==> src/rtl/vcap_slice_pkg.sv <==
package vcap_slice_pkg;

    localparam int unsigned REG_AW = 4;

    localparam logic [REG_AW-1:0] RA_HEIGHT = 4'h0;
    localparam logic [REG_AW-1:0] RA_IRQSEL = 4'h1;
    localparam logic [REG_AW-1:0] RA_EVTSEL = 4'h2;
    localparam logic [REG_AW-1:0] RA_STATUS = 4'h3;
    localparam logic [REG_AW-1:0] RA_PEND   = 4'h4;
    localparam logic [REG_AW-1:0] RA_ACTIVE = 4'h5;
    localparam logic [REG_AW-1:0] RA_CMP0   = 4'h8;

endpackage

==> src/rtl/vcap_line_track.sv <==
module vcap_line_track #(
    parameter int unsigned LINE_W = 12
) (
    input  logic              clk,
    input  logic              rst_n,
    input  logic              vsync,
    input  logic              line_valid,
    input  logic [LINE_W-1:0] height_cfg,
    output logic              frame_start,
    output logic              line_done,
    output logic [LINE_W-1:0] line_next,
    output logic [LINE_W-1:0] height_act
);

    typedef struct packed {
        logic              vs;
        logic              lv;
        logic              live;
        logic [LINE_W-1:0] cnt;
        logic [LINE_W-1:0] height;
    } trk_t;

    trk_t trk_d, trk_q;
    logic lv_fall;

    always_comb begin
        trk_d       = trk_q;
        trk_d.vs    = vsync;
        trk_d.lv    = line_valid;
        frame_start = vsync && !trk_q.vs;
        lv_fall     = trk_q.lv && !line_valid;
        line_next   = trk_q.cnt + 1'b1;
        line_done   = !frame_start && lv_fall && trk_q.live && (trk_q.cnt < trk_q.height);
        if (frame_start) begin
            trk_d.live   = 1'b1;
            trk_d.cnt    = '0;
            trk_d.height = height_cfg;
        end else if (line_done) begin
            trk_d.cnt = line_next;
        end
        height_act = trk_q.height;
    end

    always_ff @(posedge clk) begin
        if (!rst_n) begin
            trk_q <= '0;
        end else begin
            trk_q <= trk_d;
        end
    end

    AST_CNT_WITHIN_HEIGHT: assert property (@(posedge clk) disable iff (!rst_n)
        trk_q.cnt <= trk_q.height);

    AST_CNT_CLEARED_AT_VSYNC: assert property (@(posedge clk) disable iff (!rst_n)
        (vsync && !trk_q.vs) |=> (trk_q.cnt == '0));

endmodule

==> src/rtl/vcap_slice_cmp.sv <==
module vcap_slice_cmp #(
    parameter int unsigned LINE_W  = 12,
    parameter int unsigned N_SLICE = 3
) (
    input  logic                            clk,
    input  logic                            rst_n,
    input  logic                            frame_start,
    input  logic                            line_done,
    input  logic [LINE_W-1:0]               line_next,
    input  logic [LINE_W-1:0]               height_cfg,
    input  logic [LINE_W-1:0]               height_act,
    input  logic [N_SLICE-1:0][LINE_W-1:0]  cmp_cfg,
    output logic [N_SLICE:0]                src_evt
);

    typedef struct packed {
        logic [N_SLICE-1:0][LINE_W-1:0] cmp;
    } shd_t;

    shd_t shd_d, shd_q;

    always_comb begin
        shd_d = shd_q;
        if (frame_start) begin
            shd_d.cmp = cmp_cfg;
        end
    end

    always_ff @(posedge clk) begin
        if (!rst_n) begin
            shd_q <= '1;
        end else begin
            shd_q <= shd_d;
        end
    end

    for (genvar k = 0; k < N_SLICE; k++) begin : g_cmp
        logic at_start;
        logic at_line;
        assign at_start   = frame_start && (cmp_cfg[k] == '0) && (cmp_cfg[k] < height_cfg);
        assign at_line    = line_done && (shd_q.cmp[k] == line_next) && (shd_q.cmp[k] < height_act);
        assign src_evt[k] = at_start || at_line;
    end

    assign src_evt[N_SLICE] = line_done && (line_next == height_act);

    AST_SHADOW_STABLE: assert property (@(posedge clk) disable iff (!rst_n)
        !frame_start |=> $stable(shd_q));

endmodule

==> src/rtl/vcap_irq_route.sv <==
module vcap_irq_route #(
    parameter int unsigned N_SRC = 4
) (
    input  logic             clk,
    input  logic             rst_n,
    input  logic [N_SRC-1:0] src_evt,
    input  logic [N_SRC-1:0] irq_sel,
    input  logic [N_SRC-1:0] evt_sel,
    input  logic             clr_en,
    input  logic [N_SRC-1:0] clr_mask,
    output logic [N_SRC-1:0] status,
    output logic             irq,
    output logic [N_SRC-1:0] dma_evt
);

    typedef struct packed {
        logic [N_SRC-1:0] status;
        logic [N_SRC-1:0] dma;
    } rt_t;

    rt_t rt_d, rt_q;

    always_comb begin
        rt_d = rt_q;
        if (clr_en) begin
            rt_d.status = rt_q.status & ~clr_mask;
        end
        rt_d.status = rt_d.status | src_evt;
        rt_d.dma    = src_evt & evt_sel;
    end

    always_ff @(posedge clk) begin
        if (!rst_n) begin
            rt_q <= '0;
        end else begin
            rt_q <= rt_d;
        end
    end

    assign status  = rt_q.status;
    assign irq     = |(rt_q.status & irq_sel);
    assign dma_evt = rt_q.dma;

    AST_CLEAR_NEEDS_WRITE: assert property (@(posedge clk) disable iff (!rst_n)
        (|($past(rt_q.status) & ~rt_q.status)) |-> $past(clr_en));

    AST_DMA_SINGLE_CYCLE: assert property (@(posedge clk) disable iff (!rst_n)
        (rt_q.dma & $past(rt_q.dma)) == '0);

    AST_DMA_FOLLOWS_EVENT: assert property (@(posedge clk) disable iff (!rst_n)
        (|rt_q.dma) |-> $past(|src_evt));

endmodule

==> src/rtl/vcap_slice_irq.sv <==
module vcap_slice_irq
    import vcap_slice_pkg::*;
#(
    parameter int unsigned LINE_W  = 12,
    parameter int unsigned DATA_W  = 32,
    parameter int unsigned N_SLICE = 3
) (
    input  logic                 clk,
    input  logic                 rst_n,
    input  logic                 vsync,
    input  logic                 line_valid,
    input  logic                 reg_we,
    input  logic [REG_AW-1:0]    reg_addr,
    input  logic [DATA_W-1:0]    reg_wdata,
    output logic [DATA_W-1:0]    reg_rdata,
    output logic                 irq,
    output logic [N_SLICE:0]     dma_evt,
    output logic [DATA_W-1:0]    frame_base
);

    localparam int unsigned N_SRC = N_SLICE + 1;

    typedef struct packed {
        logic [LINE_W-1:0]              height;
        logic [N_SLICE-1:0][LINE_W-1:0] cmp;
        logic [N_SRC-1:0]               irq_sel;
        logic [N_SRC-1:0]               evt_sel;
        logic [DATA_W-1:0]              pend;
        logic [DATA_W-1:0]              active;
    } regs_t;

    regs_t regs_d, regs_q;

    logic              frame_start;
    logic              line_done;
    logic [LINE_W-1:0] line_next;
    logic [LINE_W-1:0] height_act;
    logic [N_SRC-1:0]  src_evt;
    logic [N_SRC-1:0]  status;
    logic              clr_en;

    assign clr_en = reg_we && (reg_addr == RA_STATUS);

    always_comb begin
        regs_d = regs_q;
        if (reg_we) begin
            case (reg_addr)
                RA_HEIGHT: regs_d.height  = reg_wdata[LINE_W-1:0];
                RA_IRQSEL: regs_d.irq_sel = reg_wdata[N_SRC-1:0];
                RA_EVTSEL: regs_d.evt_sel = reg_wdata[N_SRC-1:0];
                RA_PEND:   regs_d.pend    = reg_wdata;
                default:   ;
            endcase
            for (int k = 0; k < N_SLICE; k++) begin
                if (reg_addr == RA_CMP0 + REG_AW'(k)) begin
                    regs_d.cmp[k] = reg_wdata[LINE_W-1:0];
                end
            end
        end
        if (frame_start) begin
            regs_d.active = regs_q.pend;
        end
    end

    always_ff @(posedge clk) begin
        if (!rst_n) begin
            regs_q        <= '0;
            regs_q.cmp    <= '1;
        end else begin
            regs_q <= regs_d;
        end
    end

    always_comb begin
        reg_rdata = '0;
        case (reg_addr)
            RA_HEIGHT: reg_rdata[LINE_W-1:0] = regs_q.height;
            RA_IRQSEL: reg_rdata[N_SRC-1:0]  = regs_q.irq_sel;
            RA_EVTSEL: reg_rdata[N_SRC-1:0]  = regs_q.evt_sel;
            RA_STATUS: reg_rdata[N_SRC-1:0]  = status;
            RA_PEND:   reg_rdata             = regs_q.pend;
            RA_ACTIVE: reg_rdata             = regs_q.active;
            default:   ;
        endcase
        for (int k = 0; k < N_SLICE; k++) begin
            if (reg_addr == RA_CMP0 + REG_AW'(k)) begin
                reg_rdata[LINE_W-1:0] = regs_q.cmp[k];
            end
        end
    end

    assign frame_base = regs_q.active;

    vcap_line_track #(
        .LINE_W (LINE_W)
    ) i_track (
        .clk         (clk),
        .rst_n       (rst_n),
        .vsync       (vsync),
        .line_valid  (line_valid),
        .height_cfg  (regs_q.height),
        .frame_start (frame_start),
        .line_done   (line_done),
        .line_next   (line_next),
        .height_act  (height_act)
    );

    vcap_slice_cmp #(
        .LINE_W  (LINE_W),
        .N_SLICE (N_SLICE)
    ) i_cmp (
        .clk         (clk),
        .rst_n       (rst_n),
        .frame_start (frame_start),
        .line_done   (line_done),
        .line_next   (line_next),
        .height_cfg  (regs_q.height),
        .height_act  (height_act),
        .cmp_cfg     (regs_q.cmp),
        .src_evt     (src_evt)
    );

    vcap_irq_route #(
        .N_SRC (N_SRC)
    ) i_route (
        .clk      (clk),
        .rst_n    (rst_n),
        .src_evt  (src_evt),
        .irq_sel  (regs_q.irq_sel),
        .evt_sel  (regs_q.evt_sel),
        .clr_en   (clr_en),
        .clr_mask (reg_wdata[N_SRC-1:0]),
        .status   (status),
        .irq      (irq),
        .dma_evt  (dma_evt)
    );

    AST_BASE_HOLDS: assert property (@(posedge clk) disable iff (!rst_n)
        !frame_start |=> $stable(regs_q.active));

    AST_BASE_LOADS: assert property (@(posedge clk) disable iff (!rst_n)
        frame_start |=> (regs_q.active == $past(regs_q.pend)));

endmodule

==> config.mk <==
export PLATFORM = sky130hd
export DESIGN_NAME = vcap_slice_irq
export DESIGN_NICKNAME = d
export VERILOG_FILES = /design/src/rtl/vcap_slice_pkg.sv /design/src/rtl/vcap_line_track.sv /design/src/rtl/vcap_slice_cmp.sv /design/src/rtl/vcap_irq_route.sv /design/src/rtl/vcap_slice_irq.sv
export SDC_FILE = /design/constraint.sdc
export NUM_CORES = 1
export LEC_CHECK = 0
export BUFFER_PORTS_ARGS = -buffer_cell sky130_fd_sc_hd__buf_2
export CORE_MARGIN = 4
export CORE_UTILIZATION = 64
export CTS_BUF_LIST = sky130_fd_sc_hd__clkbuf_4 sky130_fd_sc_hd__clkbuf_8 sky130_fd_sc_hd__clkbuf_16
export CTS_CLUSTER_DIAMETER = 120
export CTS_CLUSTER_SIZE = 16
export DETAILED_ROUTE_END_ITERATION = 16
export PLACE_DENSITY = 0.86
export SYNTH_ARGS = -nofsm -noshare
export SYNTH_HDL_FRONTEND = slang
export SYNTH_SLANG_ARGS = --single-unit
==> constraint.sdc <==
create_clock -name clk -period 5.2 [get_ports clk]
set_clock_uncertainty 0.15 [all_clocks]
set_input_delay 0.52 -clock clk [delete_from_list [all_inputs] [get_ports clk]]
set_output_delay 0.52 -clock clk [all_outputs]
set_load 0.03 [all_outputs]
# ---- After elaboration in Yosys (flattened, before gate mapping)
# Index checks and enable logic that the tools add are counted.
# W data, S select, Z words.
dict set report classes {
  add_sub_neg 1
  n_lt_le_gt_ge 7
  n_mux 7
  n_reduce_logical 38
  bitwise_logic 6
  n_eq_ne 12
}
# cell count
set ops {}
lappend ops {{$lt A12 B12 Y1} 7}
lappend ops {{$eq A12 B12 Y1} 4}
lappend ops {{$pmux W20 S2} 1}
lappend ops {{$logic_not A12 Y1} 3}
lappend ops {{$mux W12} 3}
lappend ops {{$pmux W4 S6} 1}
lappend ops {{$pmux W8 S3} 1}
lappend ops {{$logic_and A1 B1 Y1} 19}
lappend ops {{$reduce_and A2 Y1} 7}
lappend ops {{$add A12 B1 Y12 const B} 1}
lappend ops {{$and A4 B4 Y4} 3}
lappend ops {{$eq A4 B4 Y1 const B} 3}
lappend ops {{$eq A4 B2 Y1 const B} 2}
lappend ops {{$eq A4 B3 Y1 const B} 2}
lappend ops {{$eq A4 B1 Y1 const B} 1}
lappend ops {{$logic_not A4 Y1} 1}
lappend ops {{$mux W4} 1}
lappend ops {{$not A4 Y4} 1}
lappend ops {{$or A4 B4 Y4} 1}
lappend ops {{$reduce_or A4 Y1} 1}
lappend ops {{$logic_not A1 Y1} 3}
lappend ops {{$logic_or A1 B1 Y1} 3}
lappend ops {{$reduce_or A2 Y1} 1}
lappend ops {{$not A1 Y1} 1}
dict set report totals {
  word_cells 89
  in_bits 41
  out_inout_bits 69
  regBits 191
}

# ---- Logic depth before layout (Yosys ltp)
dict set report logic_depth {
  ltp_word 10
  ltp_mapped 11
  ltp_nobuf 9
}

# ---- By module
# A second synthesis with hierarchy kept.
dict set report unflattened {
  cells_unflattened 1292
  hier_area_um2 11071.9
}
# mod cells_each area_per_inst_um2 n_inst seq_area_each_um2
set by_module_without_submodules {}
lappend by_module_without_submodules {vcap_slice_irq 686 5790.6 1 2402.3}
lappend by_module_without_submodules {vcap_slice_cmp 384 3388.2 1 720.7}
lappend by_module_without_submodules {vcap_line_track 195 1629.1 1 540.5}
lappend by_module_without_submodules {vcap_irq_route 27 264.0 1 160.2}

# ---- Worst setup path before layout
# No wires, ideal clock.
dict set report synth_path {
  path_kind {in2out}
  startpoint {input reg_addr[2]}
  endpoint {output reg_rdata[10]}
  slack_ps 2177
  path_buffers 2
  arrival_ps 2353
  cell_stages 8
  t_required_ps 4530
  path_cell_list {clkbuf_1 -> nand2b_1 -> nor3_1 -> clkbuf_1 -> nand2_1 -> a31oi_1 -> a21oi_1 -> a21oi_1}
}
dict set report synth_between {
  elab_chain_cells 5
  elab_cells_between_ends 10
  cone_classes {eq/ne: 5; mux: 4; reduce/logical: 1}
}
# element line_no
set synth_rtl {}
lappend synth_rtl {{start: declaration} vcap_slice_irq.sv:13} ;# input logic [REG_AW-1:0] reg_addr,
lappend synth_rtl {{$eq A4 B3 Y1 or $logic_not A4 Y1 (tied branches)} vcap_slice_irq.sv:76} ;# case (reg_addr)
lappend synth_rtl {{$pmux W8 S3} vcap_slice_irq.sv:76}
lappend synth_rtl {{$mux W12 (2 in a row)} vcap_slice_irq.sv:86} ;# if (reg_addr == RA_CMP0 + REG_AW'(k)) begin
lappend synth_rtl {{$mux W12 (*)} vcap_slice_irq.sv:86}
lappend synth_rtl {{end: declaration} vcap_slice_irq.sv:15} ;# output logic [DATA_W-1:0] reg_rdata,
# Mark *: on every way between the ends. The rest lies on a longest branch, timed or not.

# ---- Worst setup path in the final report
dict set report layout_path {
  startpoint {register i_track.trk_q[12] in the netlist's numbering}
  endpoint {register i_route.rt_q, in the netlist i_route.dma_evt[0]}
}
dict set report layout_between {
  elab_chain_cells 6
  elab_cells_between_ends 8
  cone_classes {add/sub: 1; order compare: 1; eq/ne: 1; bitwise: 1; reduce/logical: 4}
}
# element line_no
set layout_rtl {}
lappend layout_rtl {{start: declaration} vcap_line_track.sv:23} ;# trk_t trk_d, trk_q;
lappend layout_rtl {{start signal: assignment} vcap_line_track.sv:48} ;# trk_q <= trk_d;
lappend layout_rtl {{$add A12 B1 Y12 or $lt A12 B12 Y1 (tied branches)} {vcap_line_track.sv:32, vcap_line_track.sv:33}}
lappend layout_rtl {{$eq A12 B12 Y1 or $logic_and A1 B1 Y1 (tied branches)} {vcap_slice_cmp.sv:41, vcap_line_track.sv:33}}
lappend layout_rtl {{$logic_and A1 B1 Y1 (*) (2 in a row)} vcap_slice_cmp.sv:41} ;# assign at_line = line_done && (shd_q.cmp[k] == line_next) && (shd_q.cmp[k] < height_act);
lappend layout_rtl {{$logic_or A1 B1 Y1 (*)} vcap_slice_cmp.sv:42} ;# assign src_evt[k] = at_start || at_line;
lappend layout_rtl {{$and A4 B4 Y4 (*)} vcap_irq_route.sv:29} ;# rt_d.dma = src_evt & evt_sel;
lappend layout_rtl {{end signal: assignment} vcap_irq_route.sv:36} ;# rt_q <= rt_d;
lappend layout_rtl {{end: declaration} vcap_irq_route.sv:21} ;# rt_t rt_d, rt_q;
# Marks and branches as above.
# A chain may end at the register's enable or synchronous reset.

==> results.json <==
{
  "status": "complete, no violations",
  "dp_slack_ns": 1.97,
  "crit_top_cell": "or4_1",
  "synth-edff-count": 0,
  "slowest_delay_ns": 0.57,
  "core-area_mm2": 0.0161,
  "worst_setup_path_start_kind": "flip-flop",
  "dieArea_mm2": 0.0188,
  "critPathSlowestCell": "dfxtp_1",
  "routed_wl_um": 32400,
  "crit_type": "reg -> reg",
  "clock-sinks": 191,
  "first_global_vias": 9412,
  "ys_types": 63,
  "layout-drive-gt1-share": 0.123,
  "cts.clk_slew.worst_paths_ns": 0.08,
  "grt_pass1_wl_um": 50000,
  "fmax_mhz": 303,
  "cts_buffers": 17,
  "drtIter0Drc": 1241,
  "setup_viol": 0,
  "die_w_um": 137,
  "first_pass_iters": 6,
  "fin_setup_tns_ns": 0,
  "grt_overflow_total": 0,
  "finalMaxSlewViolations": 0,
  "antenna_found_initial": 0,
  "critPathMaxFanout": 12,
  "dp_hpwl_um": 23100,
  "synthToLayoutAreaGrowth_pct": 8.85,
  "p_leak_nw": 4.72,
  "track_usage": 0.341,
  "slew_headroom": 0.192,
  "vias_per_cell": 6.24,
  "final.period_utilization": 0.635,
  "ys.flop_type": "dfxtp_1",
  "ctsRootBufferMaster": "clkbuf_16",
  "synthCells": 1370,
  "cellPowerDensity_mw_per_mm2": 275,
  "start_util": 0.661,
  "post_cts_buffers": 0,
  "final_cell_mix": "nand2_1 (366), dfxtp_1 (191), a21oi_1 (131), buf_2 (109), nand3_1 (87)",
  "worst_slack_ns": 1.90,
  "synth.ff_latch_count": 191,
  "cts_buffer_depth": 2,
  "peakVddDrop_mv": 0.234,
  "wl_per_cell_um": 20.0,
  "worstPathCellList": "ha_1, nand3_2, nor3_1, xnor2_2, xnor2_1, or4_1, or4_1, a21oi_1",
  "syn-cell-area_mm2": 0.0106,
  "cts_resized": 0,
  "postSynthAreaPerCell_um2": 7.77,
  "rows": 46,
  "yosysWarnings": 0,
  "drv_cap": 0,
  "crit_buf_inv": 0,
  "rsz0062_at_grt": "false",
  "critPathCaptureType": "flip-flop",
  "grt_max_degree": 73,
  "ios": 110,
  "insertion_delay_ns": 0.44,
  "worst_ep_required_time_ns": 5.41,
  "hold_path_class": "in -> reg",
  "ant_nets": 0,
  "final_common_cell": "nand2_1",
  "die_h_um": 137,
  "fin_util": 0.719,
  "crit_family": "simple AND/OR/NAND/NOR gates",
  "cts_tree": "built",
  "fillers": 1268,
  "gp_routability_congestion": 1.02,
  "drt_drc_violations_left": 0,
  "synth_nets": 1490,
  "ys_seq_area_frac": 0.359,
  "cts.hold.buffers_added": 0,
  "crit_arrival_ns": 3.51,
  "final.min_clock_period_ns": 3.30,
  "h-tree-depth": 4,
  "vias": 10100,
  "finalNetCount": 1509,
  "finalHoldViolCount": 0,
  "portBuffers": 109,
  "worst_slew_pin_slew_ns": 1.21,
  "antenna-diode-count": 0,
  "synthArstFlopShare": 0
}
cell families (layout without fill, tap and decap cells):
kind of cell | count (synthesis) | in the layout | share of synthesized area
fa+ha+maj | 79 | 79 | 0.0928
compound gates | 255 | 255 | 0.151
simple gates | 617 | 617 | 0.262
flops | 191 | 191 | 0.359
mux | 15 | 15 | 0.0145
buf+inv | 151 | 183 | 0.0674
xor+xnor | 62 | 62 | 0.0538
routing by layer:
metal	vias up	global-route usage	share of wire
met5	-	0	0
met4	0	0.164	0.052
met3	112	0.0515	0.076
met2	506	0.564	0.48
met1	4739	0.436	0.40
li1	4732	-	-
registers in the layout (all words and copies together), names as in the netlist:
| signal | flops |
|---|---|
| regs_q | 88 |
| i_route.status | 4 |
| i_cmp.shd_q | 36 |
| i_track.trk_q | 15 |
| i_track.height_act | 12 |
| frame_base | 32 |
| i_route.dma_evt | 4 |
power by group:
| part | internal (mW) | switching (mW) | total (mW) |
|---|---|---|---|
| Clock | 0.711 | 0.651 | 1.36 |
| Combinational | 0.0953 | 0.185 | 0.280 |
| Sequential | 1.49 | 0.0479 | 1.54 |
worst min-delay path: stages:
cell,delay [ns]
buf_2,0.09
nand2_1,0.04
a21oi_1,0.05
stage by stage:
| stage | hold WS, ns | instance area [um2] | instances | total power, mW |
|---|---|---|---|---|
| global route | 0.164 | 11600 | 1618 | 3.28 |
| finish | 0.161 | 11600 | 1618 | 3.18 |
| detailed placement | 0.303 | 11000 | 1586 | 1.85 |
| global placement | 0.292 | 11000 | 1586 | 1.84 |
| floorplan | 0.271 | 10600 | 1370 | 1.75 |
| CTS | 0.158 | 11600 | 1618 | 3.18 |
cell usage after synthesis, types with 17 or more instances:
cell | n | share of area
inv_1 | 32 | 0.011
a22o_1 | 24 | 0.020
xor2_1 | 20 | 0.016
a21oi_1 | 131 | 0.062
dfxtp_1 | 191 | 0.36
o21ai_0 | 20 | 0.0094
buf_4 | 37 | 0.026
ha_1 | 79 | 0.093
clkbuf_1 | 67 | 0.024
nor2_1 | 58 | 0.020
nand3_1 | 87 | 0.041
nand2_1 | 366 | 0.13
a22oi_1 | 17 | 0.012
xnor2_1 | 38 | 0.031
worst paths after layout:
kind / end / slack [ns] / depth (start not counted) / startpoint
max: i_route.dma_evt[0] / 1.90 / 8 / i_track.trk_q[12]
min: regs_q[54] / 0.16 / 3 / reg_wdata[22]
max reg2reg: i_route.dma_evt[0] / 1.90 / 8 / i_track.trk_q[12]
min reg2reg: i_track.height_act[9] / 0.32 / 2 / i_track.height_act[9]
layout make-up:
type / count / area, um2 / area share
multi-input combinational: 1028 / 6130 / 0.529
tap: 216 / 270 / 0.0233
inverter: 34 / 128 / 0.0110
clock inverter: 14 / 181 / 0.0157
clock buffer: 18 / 439 / 0.0379
sequential: 191 / 3820 / 0.330
timing repair buffer: 117 / 618 / 0.0533
Power figures use the tool's default switching activity.
